### src/rtl/alt_pkg.sv
package alt_pkg;
  localparam int FLAG_N     = 4;
  localparam int FLAG_CIN   = 0;
  localparam int FLAG_ECY   = 1;
  localparam int FLAG_MEMWR = 2;
  localparam int FLAG_DEC   = 3;

  typedef struct packed {
    logic              ldImm;
    logic              ldBus;
    logic              dec;
    logic [FLAG_N-1:0] set;
    logic [FLAG_N-1:0] clr;
  } altStrobes_t;
endpackage

### src/rtl/alt_ctrl.sv
module alt_ctrl
  import alt_pkg::*;
(
  input  logic              cntLoadImm,
  input  logic              cntLoadBus,
  input  logic              cntDec,
  input  logic [FLAG_N-1:0] flagSet,
  input  logic [FLAG_N-1:0] flagClr,
  output altStrobes_t       strobes
);
  // Priority: immediate load, then bus load, then decrement.
  always_comb begin
    strobes.ldImm = cntLoadImm;
    strobes.ldBus = cntLoadBus & ~cntLoadImm;
    strobes.dec   = cntDec & ~cntLoadImm & ~cntLoadBus;
  end

  // A set and a clear on the same flag cancel out.
  for (genvar i = 0; i < FLAG_N; i++) begin : g_flagCmd
    assign strobes.set[i] = flagSet[i] & ~flagClr[i];
    assign strobes.clr[i] = flagClr[i] & ~flagSet[i];
  end
endmodule

### src/rtl/alt_dpath.sv
module alt_dpath
  import alt_pkg::*;
#(
  parameter int CNT_W = 5
) (
  input  logic              clk,
  input  logic              rst,
  input  altStrobes_t       strobes,
  input  logic [CNT_W-1:0]  immVal,
  input  logic [CNT_W-1:0]  busLow,
  output logic [CNT_W-1:0]  cntQ,
  output logic              wrapQ,
  output logic [FLAG_N-1:0] flagQ
);
  localparam logic [CNT_W-1:0] CNT_ZERO = '0;
  localparam logic [CNT_W-1:0] CNT_ONE  = CNT_W'(1);

  logic [CNT_W-1:0] cntNext;
  logic             wrapNext;

  always_comb begin
    cntNext  = cntQ;
    wrapNext = 1'b0;
    if (strobes.ldImm)      cntNext = immVal;
    else if (strobes.ldBus) cntNext = busLow;
    else if (strobes.dec) begin
      cntNext  = cntQ - CNT_ONE;
      wrapNext = (cntQ == CNT_ZERO);
    end
  end

  always_ff @(posedge clk) begin
    if (rst) begin
      cntQ  <= '0;
      wrapQ <= 1'b0;
    end else begin
      cntQ  <= cntNext;
      wrapQ <= wrapNext;
    end
  end

  for (genvar i = 0; i < FLAG_N; i++) begin : g_flag
    always_ff @(posedge clk) begin
      if (rst)                 flagQ[i] <= 1'b0;
      else if (strobes.set[i]) flagQ[i] <= 1'b1;
      else if (strobes.clr[i]) flagQ[i] <= 1'b0;
    end
  end
endmodule

### src/rtl/alt_unit.sv
module alt_unit
  import alt_pkg::*;
#(
  parameter int CNT_W = 5,
  parameter int BUS_W = 16
) (
  input  logic              clk,
  input  logic              rst,
  input  logic              cntLoadImm,
  input  logic              cntLoadBus,
  input  logic              cntDec,
  input  logic [CNT_W-1:0]  immVal,
  input  logic [BUS_W-1:0]  busVal,
  input  logic [FLAG_N-1:0] flagSet,
  input  logic [FLAG_N-1:0] flagClr,
  output logic [CNT_W-1:0]  cntValue,
  output logic              wrapPulse,
  output logic              carryIn,
  output logic              endCarry,
  output logic              memWrite,
  output logic              branchSel
);
  altStrobes_t       strobes;
  logic [FLAG_N-1:0] flagQ;

  if (BUS_W > CNT_W) begin : g_busHi
    logic unusedBusHi;
    assign unusedBusHi = ^busVal[BUS_W-1:CNT_W];
  end

  alt_ctrl u_ctrl (
    .cntLoadImm (cntLoadImm),
    .cntLoadBus (cntLoadBus),
    .cntDec     (cntDec),
    .flagSet    (flagSet),
    .flagClr    (flagClr),
    .strobes    (strobes)
  );

  alt_dpath #(.CNT_W(CNT_W)) u_dpath (
    .clk     (clk),
    .rst     (rst),
    .strobes (strobes),
    .immVal  (immVal),
    .busLow  (busVal[CNT_W-1:0]),
    .cntQ    (cntValue),
    .wrapQ   (wrapPulse),
    .flagQ   (flagQ)
  );

  assign carryIn   = flagQ[FLAG_CIN];
  assign endCarry  = flagQ[FLAG_ECY];
  assign memWrite  = flagQ[FLAG_MEMWR];
  assign branchSel = flagQ[FLAG_DEC];
endmodule

### config.mk
export PLATFORM = sky130hd
export DESIGN_NAME = alt_unit
export DESIGN_NICKNAME = d
export VERILOG_FILES = /design/src/rtl/alt_pkg.sv /design/src/rtl/alt_ctrl.sv /design/src/rtl/alt_dpath.sv /design/src/rtl/alt_unit.sv
export SDC_FILE = /design/constraint.sdc
export NUM_CORES = 1
export LEC_CHECK = 0
export ABC_AREA = 1
export BUFFER_PORTS_ARGS = -buffer_cell sky130_fd_sc_hd__clkbuf_2
export CORE_ASPECT_RATIO = 1.2
export CORE_MARGIN = 5
export CORE_UTILIZATION = 25
export CTS_CLUSTER_DIAMETER = 30
export DETAILED_ROUTE_END_ITERATION = 8
export GPL_TIMING_DRIVEN = 0
export PLACE_DENSITY = 0.6
export SETUP_SLACK_MARGIN = 0.5
export SYNTH_ARGS = -nofsm -noshare
export SYNTH_HDL_FRONTEND = slang
export SYNTH_SLANG_ARGS = --single-unit
### constraint.sdc
create_clock -name clk -period 1.4 [get_ports clk]
set_input_delay 0.07 -clock clk [delete_from_list [all_inputs] [get_ports clk]]
set_output_delay 0.07 -clock clk [all_outputs]
set_load 0.02 [all_outputs]
==> results_dict.tcl <==
set metrics [dict create \
    status "finished, final reports clean" \
    first_pass_iters 4 \
    tritoncts "done" \
    cts_buffer_depth 2 \
    seq_area_frac_synth_pct 33.3 \
    die_y_um 63.7 \
    endpoint_kind "flop" \
    synthesis.instances 88 \
    ir_drop_mv 0.480 \
    slowest_delay_ns 0.38 \
    grt_usage_pct 9.72 \
    start_util_pct 26.1 \
    fin_skew_ns 0.00873 \
    core-area_um2 2310 \
    die_w_um 54.8 \
    ys_types 18 \
    grt_first_pass_wirelength_um 2470 \
    max_freq_ghz 0.967 \
    cts_buffers 3 \
    crit_path_frequent_cell "nor2_1" \
    hold_path_depth 3 \
    relSlewSlack_pct 84.5 \
    routedWlPerCell_um 10.2 \
    place_ws_ns 0.389 \
    grt_pass1_vias 606 \
    antenna_found_initial 0 \
    wl_um 1600 \
    placedCellCount 151 \
    setup_ws_ns 0.366 \
    cts.sinks 10 \
    post-route-period-util_pct 73.9 \
    vias 681 \
    worstSetupPathType "reg2reg" \
    gp_congestion 0.767 \
    syn2layout_area_growth_pct 52.4 \
    hp-class "in2reg" \
    drv_cap 0 \
    rr_startpoint "u_dpath.cntQ[0]$_SDFFE_PP0P_" \
    drv_slew 0 \
    grt-ovfl-total 0 \
    hpwl_um 1270 \
    finalSetupTns_ns 0 \
    rows 19 \
    startpoint_type "flop" \
    syn_area_um2 602 \
    critPathArrivalTime_ns 1.20 \
    path_clk_slew_ns 0.07 \
    setup_viol 0 \
    yosys_warnings 0 \
    ant_nets 0 \
    synth-seq-cells 10 \
    power_density_nw_per_um2 927 \
    nets 166 \
    htreeDepth 1 \
    final-hold-violation-count 0 \
    diodes 0 \
    cp_cell_sequence "inv_4 > ha_4 > xnor2_2 > nor2_1 > nor2_1 > nor2_1" \
    r2r_slack_ns 0.37 \
    clk_latency_ns 0.27 \
    crit_fanout 4 \
    r2r_cells 6 \
    port_buffers 32 \
    syn-num-nets 127 \
    dr.first_iter.drc_count 7 \
    required_ns 1.56 \
    cts-root-buf "clkbuf_4" \
    tightestPinTransition_ns 0.233 \
    syn_avg_cell_area_um2 6.84 \
    viasPerCell 4.34 \
    reg2reg_to "u_dpath.cntQ[2]$_SDFFE_PP0P_" \
    boundaryPins 44 \
    finalPower_uw 850 \
    post-route-min-period_ns 1.03 \
    final_cells 157 \
    grt_max_degree 10 \
    rsz0062_at_grt "yes" \
    p_leak_nw 0.484 \
    hold_path_startpoint "immVal[0]" \
    drive_gt1_share_pct 44.4 \
    min_to "u_dpath.cntQ[0]$_SDFFE_PP0P_" \
    drc 0 \
    die-area_um2 3490 \
    fin_hold_ws_ns 0.0715 \
    slowest_stage "dfxtp_4" \
]
cell type report:
| type | instances | area (µm²) |
|---|---|---|
| fill | 239 | 1390 |
| timing repair buffer | 34 | 194 |
| clock buffer | 4 | 36.3 |
| sequential | 10 | 214 |
| tap | 31 | 38.8 |
| inverter | 18 | 75.1 |
| multi-input combinational | 60 | 359 |
what timing repair did:
item | 4_1_cts | 5_1_grt
resized for setup | 10 | 4
buffers inserted | 1 | 0
hold endpoints to repair | 1 | 0
hold buffers | 1 | 0
setup endpoints to repair | 8 | 8
pin swaps | 7 | 6
cell usage in the layout (no fill, tap or decap), types with 3 or more instances in the layout:
cell	netlist	layout
o21ai_0	6	6
inv_1	16	14
nand2_1	17	17
clkbuf_4	0	5
ha_1	5	4
dfxtp_4	0	3
nand3_1	4	4
clkbuf_2	0	28
nor2_1	9	8
a21oi_1	8	7
o21ai_1	4	3
dfxtp_1	10	5
cell usage after synthesis:
cell	count	area (µm²)
nand2_4	1	11.3
o21ai_1	4	20.0
dfxtp_1	10	200
ha_1	5	62.6
nand2_2	1	6.26
nor2_2	1	6.26
nor4_1	1	6.26
o21ai_0	6	30.0
inv_1	16	60.1
nor2_1	9	33.8
a21oi_1	8	40.0
nand2_1	17	63.8
xnor2_1	1	8.76
inv_6	1	8.76
o21ai_2	1	8.76
inv_2	1	3.75
nand3_1	4	20.0
nor2_4	1	11.3
routing by layer:
layer  GRT usage [%]  part of all wire, %  up-vias
met1            11.2                   42      284
li1                -                    -      358
met4            5.61                  2.3        0
met2            14.8                   45       35
met3            3.72                   11        4
met5               0                    0        -
registers in the layout, summed over array words and instances, names as in the netlist:
register and count:
u_dpath.cntQ 5, u_dpath.flagQ 4, u_dpath.wrapQ 1
logic make-up after synthesis:
kind of cell    after synthesis  synth area share, %
simple gates                 35                 26.4
compound gates               19                 16.4
buf+inv                      18                 12.1
xor+xnor                      1                 1.46
flops                        10                 33.3
fa+ha+maj                     5                 10.4
worst max path at each step:
| stage | from | end | depth (start not counted) |
|---|---|---|---|
| 4_1_cts | u_dpath.cntQ[0]$_SDFFE_PP0P_ | u_dpath.cntQ[2]$_SDFFE_PP0P_ | 6 |
| 3_5_place_dp | u_dpath.cntQ[0]$_SDFFE_PP0P_ | u_dpath.cntQ[2]$_SDFFE_PP0P_ | 6 |
| 6_report | u_dpath.cntQ[0]$_SDFFE_PP0P_ | u_dpath.cntQ[2]$_SDFFE_PP0P_ | 6 |
| 2_1_floorplan | u_dpath.cntQ[0]$_SDFFE_PP0P_ | u_dpath.cntQ[2]$_SDFFE_PP0P_ | 6 |
| 5_1_grt | u_dpath.cntQ[2]$_SDFFE_PP0P_ | u_dpath.cntQ[4]$_SDFFE_PP0P_ | 5 |
| 3_3_place_gp | u_dpath.cntQ[0]$_SDFFE_PP0P_ | u_dpath.cntQ[2]$_SDFFE_PP0P_ | 6 |
per-stage QoR:
step	utilization [%]	instance area, µm²
6_report	39.8	917
5_1_grt	39.8	917
4_1_cts	39.3	907
3_5_place_dp	35.7	823
3_3_place_gp	35.7	823
2_1_floorplan	-	624
critical path, delay by kind of cell (launching register included):
| family | cells | cell delay (ns) |
|---|---|---|
| DFF | 1 | 0.38 |
| and+or+nand+nor | 3 | 0.18 |
| adders and majority gates | 1 | 0.17 |
| buffers and inverters | 1 | 0.04 |
| xor gates and xnor gates | 1 | 0.14 |
where the power goes:
part / leakage [nW] / internal [mW] / switching (mW) / total, mW
Combinational: 0.378 / 0.114 / 0.134 / 0.248
Clock: 0.0210 / 0.158 / 0.109 / 0.267
Sequential: 0.0851 / 0.310 / 0.0245 / 0.335
(Power assumes the default switching activity.)
